`config.mk`:
```
export PLATFORM = sky130hd
export DESIGN_NAME = par_refresh_seq
export DESIGN_NICKNAME = d
export VERILOG_FILES = /design/src/rtl/par_refresh_pkg.sv /design/src/rtl/par_window_decode.sv /design/src/rtl/par_row_counter.sv /design/src/rtl/par_refresh_seq.sv
export SDC_FILE = /design/constraint.sdc
export NUM_CORES = 1
export LEC_CHECK = 0
export ABC_AREA = 1
export BUFFER_PORTS_ARGS = -buffer_cell sky130_fd_sc_hd__buf_2
export CORE_ASPECT_RATIO = 0.6
export CORE_MARGIN = 8
export CORE_UTILIZATION = 49
export DETAILED_ROUTE_END_ITERATION = 12
export PLACE_DENSITY = 0.84
export SYNTH_ARGS = -nofsm -noshare
export SYNTH_HDL_FRONTEND = slang
export SYNTH_SLANG_ARGS = --single-unit
```
`constraint.sdc`:
```
create_clock -name clk -period 2.15 [get_ports clk]
set_input_delay 0.43 -clock clk [delete_from_list [all_inputs] [get_ports clk]]
set_output_delay 0.43 -clock clk [all_outputs]
set_load 0.03 [all_outputs]
```
`src/rtl/par_refresh_pkg.sv`:
```
`timescale 1ns/1ps
package par_refresh_pkg;
  // selection code: [2] anchors at the high end, [1:0] is the halving count
  typedef struct packed {
    logic       high;
    logic [1:0] halvings;
  } par_code_t;

  localparam logic [2:0] CODE_FULL = 3'b000;
  localparam logic [2:0] CODE_NONE = 3'b100;

  function automatic logic code_is_none(input logic [2:0] c);
    return c == CODE_NONE;
  endfunction
endpackage

```
`src/rtl/par_window_decode.sv`:
```
`timescale 1ns/1ps
module par_window_decode import par_refresh_pkg::*; #(
  parameter int ROW_BITS = 14
) (
  input  logic [2:0]          code,
  output logic [ROW_BITS-1:0] first_row,
  output logic [ROW_BITS-1:0] last_row,
  output logic                none
);
  localparam logic [ROW_BITS-1:0] ALL_ONES = '1;

  par_code_t             c;
  logic [ROW_BITS-1:0]   span_mask;

  assign c = par_code_t'(code);

  always_comb begin
    span_mask = ALL_ONES >> c.halvings;
    none      = code_is_none(code);
    if (none) begin
      first_row = '0;
      last_row  = '0;
    end else if (c.high) begin
      first_row = ~span_mask;
      last_row  = ALL_ONES;
    end else begin
      first_row = '0;
      last_row  = span_mask;
    end
  end

  // every decoded window keeps first <= last
  always_comb begin
    a_r4_window_ordered: assert (first_row <= last_row);
  end
endmodule

```
`src/rtl/par_row_counter.sv`:
```
`timescale 1ns/1ps
module par_row_counter #(
  parameter int ROW_BITS = 14
) (
  input  logic                clk,
  input  logic                rst,
  input  logic                fire,
  input  logic                reload,
  input  logic                advance,
  input  logic [ROW_BITS-1:0] first_row,
  input  logic [ROW_BITS-1:0] last_row,
  output logic [ROW_BITS-1:0] start_row
);
  localparam logic [ROW_BITS-1:0] ONE = 1;

  logic [ROW_BITS-1:0] ptr;
  logic [ROW_BITS-1:0] next_ptr;

  always_comb begin
    start_row = reload ? first_row : ptr;
    if (!advance)
      next_ptr = start_row;
    else if (start_row == last_row)
      next_ptr = first_row;
    else
      next_ptr = start_row + ONE;
  end

  always_ff @(posedge clk) begin
    if (rst)
      ptr <= '0;
    else if (fire)
      ptr <= next_ptr;
  end

  a_r7_wrap_to_first: assert property (@(posedge clk) disable iff (rst)
    (fire && advance && start_row == last_row) |=> ptr == $past(first_row));

  a_r9_hold_without_fire: assert property (@(posedge clk) disable iff (rst)
    !fire |=> $stable(ptr));
endmodule

```
`src/rtl/par_refresh_seq.sv`:
```
`timescale 1ns/1ps
module par_refresh_seq import par_refresh_pkg::*; #(
  parameter int ROW_BITS = 14
) (
  input  logic                clk,
  input  logic                rst,
  input  logic [2:0]          sel_code,
  input  logic                tick,
  input  logic                en,
  output logic [ROW_BITS-1:0] row_addr,
  output logic                refresh_req,
  output logic [ROW_BITS-1:0] win_first,
  output logic [ROW_BITS-1:0] win_last,
  output logic                no_refresh
);
  localparam logic [ROW_BITS-1:0] ALL_ONES = '1;

  logic [2:0]          cur_code;
  logic                fire;
  logic                changed;
  logic [ROW_BITS-1:0] dec_first;
  logic [ROW_BITS-1:0] dec_last;
  logic                dec_none;
  logic [ROW_BITS-1:0] start_row;

  assign fire    = tick && en;
  assign changed = sel_code != cur_code;

  par_window_decode #(.ROW_BITS(ROW_BITS)) u_dec (
    .code      (sel_code),
    .first_row (dec_first),
    .last_row  (dec_last),
    .none      (dec_none)
  );

  par_row_counter #(.ROW_BITS(ROW_BITS)) u_cnt (
    .clk       (clk),
    .rst       (rst),
    .fire      (fire),
    .reload    (changed),
    .advance   (!dec_none),
    .first_row (dec_first),
    .last_row  (dec_last),
    .start_row (start_row)
  );

  always_ff @(posedge clk) begin
    if (rst) begin
      cur_code    <= CODE_FULL;
      refresh_req <= 1'b0;
      row_addr    <= '0;
      win_first   <= '0;
      win_last    <= ALL_ONES;
      no_refresh  <= 1'b0;
    end else begin
      refresh_req <= fire && !dec_none;
      if (fire) begin
        cur_code   <= sel_code;
        win_first  <= dec_first;
        win_last   <= dec_last;
        no_refresh <= dec_none;
        if (!dec_none)
          row_addr <= start_row;
      end
    end
  end

  a_r6_req_after_tick: assert property (@(posedge clk) disable iff (rst)
    (fire && !dec_none) |=> refresh_req);

  a_r9_no_req_without_tick: assert property (@(posedge clk) disable iff (rst)
    !fire |=> !refresh_req);

  a_r5_none_blocks_req: assert property (@(posedge clk) disable iff (rst)
    no_refresh |-> !refresh_req);

  a_r10_req_in_window: assert property (@(posedge clk) disable iff (rst)
    refresh_req |-> (row_addr >= win_first && row_addr <= win_last));

  a_r10_addr_stable_between: assert property (@(posedge clk) disable iff (rst)
    !refresh_req |-> $stable(row_addr));

  a_r8_reload_first_row: assert property (@(posedge clk) disable iff (rst)
    (fire && changed && !dec_none) |=> row_addr == $past(dec_first));
endmodule

```
==> flow_metrics.env, run 1 <==
export IMPL_fp_row_count=20
export IMPL_comb_power_share_pct=22.6
export IMPL_fin_crit_sh_pct=93.3
export IMPL_netlist_top_cells_area="dfxtp_1 33%, nand2_1 14%, buf_4 6.5%"
export IMPL_peakVddDrop_mv=0.268
export IMPL_slew_violations=0
export IMPL_hpwl_um=5760
export IMPL_ant_nets=0
export IMPL_antenna_found_initial=0
export IMPL_ys_seq_area_share_pct=32.9
export IMPL_numCtsBuffers=5
export IMPL_p_sw_share_pct=32.8
export IMPL_clock_latency_ns=0.29
export IMPL_powerDensity_nw_per_um2=569
export IMPL_synth_ff_type="dfxtp_1"
export IMPL_htreeDepth=2
export IMPL_path_max_fanout=5
export IMPL_clock_path_buffers=2
export IMPL_critical_path_required_ns=2.33
export IMPL_status="finished clean"
export IMPL_crit_path_end_kind="flop"
export IMPL_syn_instance_count=353
export IMPL_synth_most_common_cell="nand2_1"
export IMPL_holdCritPathClass="in -> reg"
export IMPL_drive_above_1_share_pct=30.4
export IMPL_fin_skew_ns=0.00943
export IMPL_nets=433
export IMPL_syn_area_um2=2430
export IMPL_grt_pass1_wl_um=11600
export IMPL_diodes=0
export IMPL_first_global_vias=2274
export IMPL_core_um2=4930
export IMPL_port_buffer_count=39
export IMPL_cts_hold_buffers=0
export IMPL_routed_wl_um=7550
export IMPL_fmax_ghz=0.499
export IMPL_place_congestion=0.988
export IMPL_dr_first_iter_drc_count=253
export IMPL_start_util_pct=49.3
export IMPL_p_leak_uw=0.00134
export IMPL_clockPowerShare_pct=31.4
export IMPL_cts_num_sinks=40
export IMPL_drv_cap=0
export IMPL_finalHoldViolCount=0
export IMPL_async_flop_share_pct=0
export IMPL_synth_top_cell_by_area="dfxtp_1"
export IMPL_routed_via_density=5.12
export IMPL_netlist_area_leader_share_pct=32.9
export IMPL_holdPathStages=2
export IMPL_hold_ws_ns=0.363
export IMPL_synth_seq_cells=40
export IMPL_synthToLayoutAreaGrowth_pct=23.9
export IMPL_die_x_um=107
export IMPL_synth_edf_count=0
export IMPL_detail_route_first_pass_iterations=5
export IMPL_grt_overflow_total=0
export IMPL_grt_usage_pct=19.3
export IMPL_crit_slowest_cell="dfxtp_1"
export IMPL_critPathMaxStageDelay_ns=0.33
export IMPL_place_inst=475
export IMPL_ios=51
export IMPL_p_sw_uw=562
export IMPL_die_h_um=70.6
export IMPL_synth_common_cells="90 x nand2_1, 40 x dfxtp_1, 30 x o21ai_0, 26 x inv_1, 24 x nor2_1"
export IMPL_worstPathArrival_ns=2.19
export IMPL_grt_max_degree=17
export IMPL_min_period_ns=2.01
export IMPL_internal_power_uw=1150
export IMPL_synth_cell_type_count=36
export IMPL_ff2ff_setup_slack_ns=0.14
export IMPL_fin_cells=490
export IMPL_clk_pin_slew_ns=0.08
export IMPL_tritoncts="built"
export IMPL_cp_start_kind="flop"
export IMPL_drc=0
export IMPL_dieArea_um2=7550
export IMPL_worst_r2r_cell_count=15
export IMPL_yosys_warnings=0
export IMPL_seqPwrFrac_pct=46.0
export IMPL_total_power_uw=1720
export IMPL_critPathKind="reg -> reg"
export IMPL_vias=2509
export IMPL_setup_violations=0
export IMPL_detail_route_wl_per_cell_um=15.4
export IMPL_avgSynthCellArea_um2=6.89
export IMPL_crit_chain="inv_1, nand2_1, nand2_2, nand2_2, nor2_4, buf_4, nand2_1, nand3b_1, nand2_1, nor2_2, nand2_2, clkinv_2, nand3_2, nand3b_1, a21oi_1"
export IMPL_cts_root_buf="clkbuf_8"
[layout by cell type (no fill, tap or decap)]
| cell | Yosys | routed |
|---|---|---|
| nand2_1 | 90 | 90 |
| buf_4 | 21 | 46 |
| dfxtp_1 | 40 | 39 |
| buf_2 | 1 | 39 |
| o21ai_0 | 30 | 30 |
| inv_1 | 26 | 26 |
| nor2_1 | 24 | 22 |
| nand3_1 | 22 | 21 |
| a21oi_1 | 20 | 20 |
| conb_1 | 1 | 11 |
| nand4_1 | 8 | 8 |
| nand2_2 | 7 | 7 |
| nand3_2 | 6 | 7 |
| nor2_2 | 4 | 6 |
| clkbuf_8 | 0 | 6 |
| nor2_4 | 4 | 5 |
| nand3b_1 | 5 | 5 |
| xor2_1 | 6 | 5 |
| nor3_1 | 4 | 4 |
| clkinv_1 | 3 | 3 |
| inv_2 | 2 | 2 |
| xnor2_1 | 2 | 2 |
| a22o_1 | 2 | 2 |
| o22ai_1 | 2 | 2 |
| ha_1 | 3 | 2 |
| clkinvlp_4 | 0 | 2 |
| xnor2_2 | 1 | 1 |
| xor2_2 | 0 | 1 |
| o21ai_2 | 1 | 1 |
| o211ai_1 | 1 | 1 |
| clkinv_2 | 1 | 1 |
| nor3_2 | 1 | 1 |
| nand4_2 | 1 | 1 |
| nand2_4 | 1 | 1 |
| o21a_1 | 1 | 1 |
| o21ai_1 | 1 | 1 |
| ha_4 | 0 | 1 |
| dfxtp_2 | 0 | 1 |
[sequential cells by signal (all words and copies together) (netlist names)]
name and flops:
win_last 4, row_addr 14, refresh_req 1, u_cnt.ptr 14, win_first 3, no_refresh 1, cur_code 3
[through the flow]
step	util, %	TNS [ns]	setup WS (ns)	instance area, µm²
floorplan	-	0	0.0790	2470
global placement	57.4	-1.73	-0.216	2830
detailed placement	57.4	-1.87	-0.226	2830
CTS	59.3	0	0.0380	2930
global route	61.1	-0.00100	-0.00100	3010
finish	61.1	0	0.144	3010
[worst max-delay path, delay by kind of cell (launching register included)]
family	cells	cell delay [ns]
simple gates	11	1.19
flops	1	0.33
buf+inv	3	0.32
compound gates	1	0.06
[layer usage]
metal	up-vias	global-route usage, %	share of wire (%)
met1	1094	29.8	49
met5	-	0	0
met4	0	2.33	0.48
met3	5	7.52	14
li1	1255	-	-
met2	155	24.2	36
[worst paths after layout]
kind	end	start
worst max-delay path	u_cnt.ptr[2]$_SDFFE_PP0P_	cur_code[1]$_SDFFE_PP0P_
worst min-delay path	u_cnt.ptr[13]$_SDFFE_PP0P_	rst
worst max register to register	u_cnt.ptr[2]$_SDFFE_PP0P_	cur_code[1]$_SDFFE_PP0P_
worst min register to register	row_addr[3]$_SDFFE_PP0P_	row_addr[3]$_SDFFE_PP0P_
[kinds of logic (layout without fill, tap and decap cells)]
group	count (synthesis)	count (layout)	synth area share, %
compound gates	58	58	12.7
xor+xnor	9	9	3.55
fa+ha+maj	3	3	1.54
buf+inv	65	125	14.0
flops	40	40	32.9
other cells	1	11	0.154
simple gates	177	178	35.1
[final cells by class]
type                       count  area, µm²
tap                           66       82.6
multi-input combinational    259       1370
clock buffer                   6       82.6
clock inverter                 2       15.0
fill                         464       1920
sequential                    40        802
inverter                      32        121
timing repair buffer          85        541
[power groups by stage]
stage	registers [µW]	clock network (µW)	logic, µW
final	789	538	388
after CTS	788	553	361
after global placement	804	0	356
after floorplan	827	0	241
after detailed placement	804	0	359
after global routing	793	587	417
[repair_timing]
action,CTS,global route
setup buffers,0,6
hold endpoints to repair,0,0
setup endpoints to repair,0,9
gates resized for setup,0,8
(Power assumes the default switching activity.)
==> run 2, diff against run 1 <==
--- a/config.mk
+++ b/config.mk
@@ -10,7 +10,9 @@
 export CORE_ASPECT_RATIO = 0.6
 export CORE_MARGIN = 8
 export CORE_UTILIZATION = 49
+export CTS_CLUSTER_DIAMETER = 120
 export DETAILED_ROUTE_END_ITERATION = 12
+export MAX_ROUTING_LAYER = met4
 export PLACE_DENSITY = 0.84
 export SYNTH_ARGS = -nofsm -noshare
 export SYNTH_HDL_FRONTEND = slang
==> run 2 against run 1 <==
  * Clock-buffer cell count down 1
  * Sequential power about the same
  * Critical path depth down 6
  * Via count up 0.56%
  * Final area down 0.29%
  * Utilization down 0.18 points
  * Register-to-register slack about the same
  * First-iteration DRC count up 4.0%
  * Largest power group unchanged
==> flow_metrics.env, run 2 (synthesis gave the netlist of run 1 again) <==
export IMPL_status="finished clean"
export IMPL_cp_start_kind="flop"
export IMPL_hold_start="rst"
export IMPL_path_max_fanout=4
export IMPL_die_h_um=70.6
export IMPL_core_um2=4930
export IMPL_fin_skew_ns=0.0120
export IMPL_cts_root_buf="clkbuf_8"
export IMPL_startpoint="cur_code[0]$_SDFFE_PP0P_"
export IMPL_worstHoldEndpoint="u_cnt.ptr[13]$_SDFFE_PP0P_"
export IMPL_routed_wl_um=7600
export IMPL_crit_slowest_cell="dfxtp_2"
export IMPL_start_util_pct=49.3
export IMPL_cts_num_sinks=40
export IMPL_tritoncts="built"
export IMPL_powerDensity_nw_per_um2=606
export IMPL_antenna_found_initial=0
export IMPL_critical_path_required_ns=2.38
export IMPL_port_buffer_count=39
export IMPL_worst_r2r_cell_count=9
export IMPL_grt_overflow_total=0
export IMPL_grt_usage_pct=20.4
export IMPL_p_leak_uw=0.00133
export IMPL_slew_violations=0
export IMPL_ant_nets=0
export IMPL_hpwl_um=5770
export IMPL_synthToLayoutAreaGrowth_pct=23.6
export IMPL_drv_cap=0
export IMPL_totalNegativeSetupSlack_ns=0
export IMPL_ff2ff_setup_slack_ns=0.14
export IMPL_die_x_um=107
export IMPL_critPathMaxStageDelay_ns=0.36
export IMPL_detail_route_first_pass_iterations=5
export IMPL_clock_latency_ns=0.30
export IMPL_place_congestion=0.992
export IMPL_crit_chain="xnor2_2, nand3_2, nor2_2, ha_2, nand4_2, nor3_1, xor2_1, nand2_1, a21oi_1"
export IMPL_rsz0062_at_grt="false"
export IMPL_critPathKind="reg -> reg"
export IMPL_drive_above_1_share_pct=30.7
export IMPL_peakVddDrop_mv=0.296
export IMPL_holdCritPathClass="in -> reg"
export IMPL_routed_via_density=5.19
export IMPL_finalCoreUtilization_pct=60.9
export IMPL_finalHoldViolCount=0
export IMPL_top_regs="row_addr (14), u_cnt.ptr (14), win_last (4)"
export IMPL_r2r_end="u_cnt.ptr[6]$_SDFFE_PP0P_"
export IMPL_clk_pin_slew_ns=0.09
export IMPL_drc=0
export IMPL_nets=429
export IMPL_detail_route_wl_per_cell_um=15.6
export IMPL_mostFrequentLayoutCell="nand2_1"
export IMPL_numCtsBuffers=5
export IMPL_layout_common_cells="89 x nand2_1, 41 x buf_4, 39 x dfxtp_1, 39 x buf_2, 30 x o21ai_0"
export IMPL_worstPathArrival_ns=2.24
export IMPL_ios=51
export IMPL_dieArea_um2=7550
export IMPL_clock_path_buffers=2
export IMPL_diodes=0
export IMPL_fmax_ghz=0.499
export IMPL_fp_row_count=20
export IMPL_fin_crit_sh_pct=93.3
export IMPL_htreeDepth=2
export IMPL_crit_path_end_kind="flop"
export IMPL_dr_first_iter_drc_count=263
export IMPL_setup_violations=0
export IMPL_first_global_vias=2237
export IMPL_holdPathStages=2
export IMPL_grt_max_degree=17
export IMPL_grt_pass1_wl_um=11900
export IMPL_vias=2523
export IMPL_r2r_start="cur_code[0]$_SDFFE_PP0P_"
export IMPL_min_period_ns=2.01
run 2: critical path: cells and delay by family, from the launching register on:
family	cells	cell delay, ns
flops	1	0.36
simple gates	5	0.77
xor+xnor	2	0.42
compound gates	1	0.12
fa+ha+maj	1	0.26
run 2: how the worst max path moves through the flow:
stage / to / slack (ns) / cells after the start
2_1_floorplan: u_cnt.ptr[10]$_SDFFE_PP0P_ / 0.08 / 12
3_3_place_gp: u_cnt.ptr[10]$_SDFFE_PP0P_ / -0.20 / 15
3_5_place_dp: u_cnt.ptr[10]$_SDFFE_PP0P_ / -0.22 / 15
4_1_cts: u_cnt.ptr[10]$_SDFFE_PP0P_ / 0.008 / 14
5_1_grt: u_cnt.ptr[13]$_SDFFE_PP0P_ / 0.02 / 16
6_report: u_cnt.ptr[6]$_SDFFE_PP0P_ / 0.14 / 9
run 2: per-stage QoR:
step	area [µm²]	setup WS, ns	hold slack, ns	instances	power (µW)
2_1_floorplan	2470	0.0790	0.470	363	1070
3_3_place_gp	2810	-0.196	0.436	473	1160
3_5_place_dp	2810	-0.219	0.441	473	1160
4_1_cts	2930	0.00842	0.347	481	1810
5_1_grt	3000	0.0155	0.358	486	1890
6_report	3000	0.145	0.356	486	1820
run 2: repair_timing:
action	CTS	global route
endpoints found under the setup margin	0	11
gates resized for setup	0	12
hold buffers	0	0
setup buffers	0	4
run 2: final cells by class:
cell class                 instances  area, µm²
clock buffer                       5       68.8
clock inverter                     3       46.3
fill                             480       1930
inverter                          32        121
multi-input combinational        259       1370
sequential                        40        802
tap                               66       82.6
timing repair buffer              81        514
run 2: metal layers:
metal | vias to the layer above | track usage, % | share of wire (%)
met5 | - | - | 0
met4 | 0 | 4.19 | 0.86
met3 | 7 | 6.07 | 13
met2 | 148 | 25.1 | 37
met1 | 1124 | 30.7 | 49
li1 | 1244 | - | -
run 2: power breakdown:
| part | switching [µW] | leakage, µW | internal [µW] |
|---|---|---|---|
| Combinational | 261 | 0.000950 | 119 |
| Sequential | 22.9 | 0.000326 | 767 |
| Clock | 301 | 0.0000548 | 350 |
==> run 3, diff against run 2 <==
--- a/config.mk
+++ b/config.mk
@@ -9,11 +9,12 @@
 export BUFFER_PORTS_ARGS = -buffer_cell sky130_fd_sc_hd__buf_2
 export CORE_ASPECT_RATIO = 0.6
 export CORE_MARGIN = 8
-export CORE_UTILIZATION = 49
+export CORE_UTILIZATION = 50
 export CTS_CLUSTER_DIAMETER = 120
 export DETAILED_ROUTE_END_ITERATION = 12
 export MAX_ROUTING_LAYER = met4
-export PLACE_DENSITY = 0.84
+export PLACE_DENSITY = 0.82
 export SYNTH_ARGS = -nofsm -noshare
 export SYNTH_HDL_FRONTEND = slang
+export SYNTH_HIERARCHICAL = 1
 export SYNTH_SLANG_ARGS = --single-unit
==> run 3 against run 2 <==
  * Sequential power up 57%
  * Clock skew down 0.0061 ns
  * Flip-flop and latch count up 21
  * The flow now finishes with violations (setup timing)
  * Wire length up 58%
  * Worst setup slack worse by 0.15 ns
  * Largest cell class unchanged
  * Highest routed layer unchanged
  * Global-route usage up 2.5 points
  * Combinational power up 110%
  * Critical path depth up 8
  * Register-to-register slack worse by 0.13 ns
  * Critical endpoint is now u_cnt/ptr[13]$_SDFFE_PP0P_
  * Sequential share of layout area down 1.3 points
  * Clock power up 120%
  * Total power up 90%
==> flow_metrics.env, run 3 <==
export IMPL_crit_path_end_kind="flop"
export IMPL_diodes=0
export IMPL_detail_route_first_pass_iterations=6
export IMPL_finalHoldViolCount=0
export IMPL_min_period_ns=2.15
export IMPL_mostFrequentLayoutCell="nand2_1"
export IMPL_start_util_pct=51.6
export IMPL_hold_ws_ns=0.379
export IMPL_grt_usage_pct=22.9
export IMPL_synth_edf_count=0
export IMPL_vias=4067
export IMPL_grt_max_degree=44
export IMPL_netlist_top_cells_area="dfxtp_1 33%, nand2_1 16%, nand3_1 9.9%"
export IMPL_fmax_ghz=0.464
export IMPL_synth_top_cell_by_area="dfxtp_1"
export IMPL_routed_wl_um=12000
export IMPL_dr_first_iter_drc_count=377
export IMPL_port_buffer_count=50
export IMPL_rsz0062_at_grt="true"
export IMPL_numCtsBuffers=9
export IMPL_path_max_fanout=23
export IMPL_nets=663
export IMPL_detail_route_wl_per_cell_um=15.7
export IMPL_cts_num_sinks=61
export IMPL_tritoncts="built"
export IMPL_top_signal_layer_used="met4"
export IMPL_tightest_slew_ns=0.541
export IMPL_synth_most_common_cell="nand2_1"
export IMPL_worstPathArrival_ns=2.38
export IMPL_cts_root_buf="clkbuf_16"
export IMPL_syn_area_um2=3750
export IMPL_powerDensity_nw_per_um2=718
export IMPL_fin_skew_ns=0.00587
export IMPL_wl_met2_um=5080
export IMPL_cp_start_kind="input pin"
export IMPL_async_flop_share_pct=0
export IMPL_holdCritPathClass="in -> reg"
export IMPL_yosys_warnings=6
export IMPL_grt_overflow_total=0
export IMPL_peakVddDrop_mv=0.610
export IMPL_clk_pin_slew_ns=0.06
export IMPL_place_congestion=1.01
export IMPL_drc=0
export IMPL_synthToLayoutAreaGrowth_pct=28.7
export IMPL_cts_hold_buffers=0
export IMPL_synth_cell_type_count=30
export IMPL_critical_path_required_ns=2.37
export IMPL_finalCoreUtilization_pct=66.4
export IMPL_clock_path_buffers=2
export IMPL_layout_common_cells="150 x nand2_1, 71 x nand3_1, 58 x dfxtp_1, 57 x buf_4, 50 x buf_2"
export IMPL_nFillCells=661
export IMPL_max_slew_margin_rel_pct=63.9
export IMPL_clock_latency_ns=0.33
export IMPL_hpwl_um=8510
export IMPL_synth_common_cells="158 x nand2_1, 74 x nand3_1, 61 x dfxtp_1, 49 x nor2_1, 43 x inv_1"
export IMPL_grt_pass1_wl_um=19000
export IMPL_dieArea_um2=10600
export IMPL_die_x_um=128
export IMPL_status="complete, but fails checks"
export IMPL_wl_met3_um=1270
export IMPL_syn_instance_count=561
export IMPL_netlist_area_leader_share_pct=32.6
export IMPL_drive_above_1_share_pct=31.1
export IMPL_synth_seq_cells=61
export IMPL_antenna_found_initial=0
export IMPL_die_h_um=83.1
export IMPL_core_um2=7270
export IMPL_wl_met1_um=5380
export IMPL_final_setup_worst_slack_ns=-0.00390
export IMPL_synth_ff_type="dfxtp_1"
export IMPL_fp_row_count=24
export IMPL_slew_violations=0
export IMPL_fin_crit_sh_pct=100
export IMPL_critPathKind="in -> reg"
export IMPL_setup_violations=1
export IMPL_htreeDepth=3
export IMPL_ys_seq_area_share_pct=32.6
export IMPL_p_leak_uw=0.00251
export IMPL_avgSynthCellArea_um2=6.68
export IMPL_violations="setup timing"
export IMPL_total_power_uw=3470
export IMPL_routed_via_density=5.34
export IMPL_ios=51
export IMPL_first_global_vias=3873
export IMPL_ant_nets=0
export IMPL_drv_cap=0
==> run 3: kinds of logic (layout without fill, tap and decap cells) <==
family	count (synthesis)	after routing	share of synthesized area, %
AO/OA/AOI/OAI	57	57	8.31
XOR/XNOR	6	6	1.40
adder cells (fa/ha/maj)	4	4	1.33
buffers and inverters	93	178	13.5
flip-flops	61	61	32.6
other	1	11	0.100
AND/OR/NAND/NOR	339	340	42.8
==> run 3: final timing paths <==
kind | from | cells past startpoint | slack, ns | endpoint
max | sel_code[1] | 17 | -0.004 | u_cnt/ptr[13]$_SDFFE_PP0P_
min reg2reg | win_last[7]$_SDFFE_PP1P_ | 2 | 0.47 | win_last[7]$_SDFFE_PP1P_
min | rst | 2 | 0.38 | u_cnt/ptr[12]$_SDFFE_PP0P_
max reg2reg | cur_code[2]$_SDFFE_PP0P_ | 16 | 0.01 | u_cnt/ptr[13]$_SDFFE_PP0P_
==> run 3: timing repair <==
| action | in CTS | in global routing |
|---|---|---|
| setup endpoints to repair | 14 | 14 |
| gates resized for setup | 5 | 30 |
| pin swaps | 0 | 9 |
| buffers inserted | 0 | 4 |
| gates cloned | 0 | 2 |
==> run 3: area by class of cell <==
type,instances,area [µm²],share of cell area [%]
multi-input cells,418,2180,45.3
clock inverters,4,47.5,0.985
inverters,48,188,3.89
clock buffers,12,246,5.11
flip-flops and latches,61,1220,25.4
well taps,104,130,2.70
repair buffers,114,805,16.7
==> run 3: through the flow <==
| stage | std cells | setup TNS, ns | setup WS [ns] | area (µm²) |
|---|---|---|---|---|
| after floorplan | 571 | 0 | 0.0330 | 3790 |
| after global placement | 739 | -4.50 | -0.358 | 4320 |
| after detailed placement | 739 | -5.00 | -0.406 | 4320 |
| after CTS | 755 | 0 | 0.0172 | 4640 |
| after global routing | 761 | -1.15 | -0.128 | 4830 |
| final | 761 | -0.00390 | -0.00390 | 4830 |
==> run 3: critical path: stages <==
cell and delay, ns:
buf_2 0.12, buf_4 0.14, nor2_2 0.14, ha_2 0.20
inv_1 0.08, buf_12 0.17, nand3b_1 0.15, nand2_1 0.06
nand2_1 0.04, inv_1 0.06, nand2_2 0.08, nor2_4 0.14
buf_4 0.13, buf_8 0.12, nand3b_1 0.12, nand3_2 0.11
a21oi_2 0.05
==> run 3: where the power goes <==
group / switching, µW / total (µW) / internal, µW
Sequential: 39.0 / 1240 / 1200
Clock: 514 / 1440 / 924
Combinational: 508 / 786 / 278
==> run 3: metal layers <==
metal	vias up	global-route usage (%)
met2	209	32.7
li1	1962	-
met4	0	6.97
met5	-	-
met3	33	7.78
met1	1863	29.6
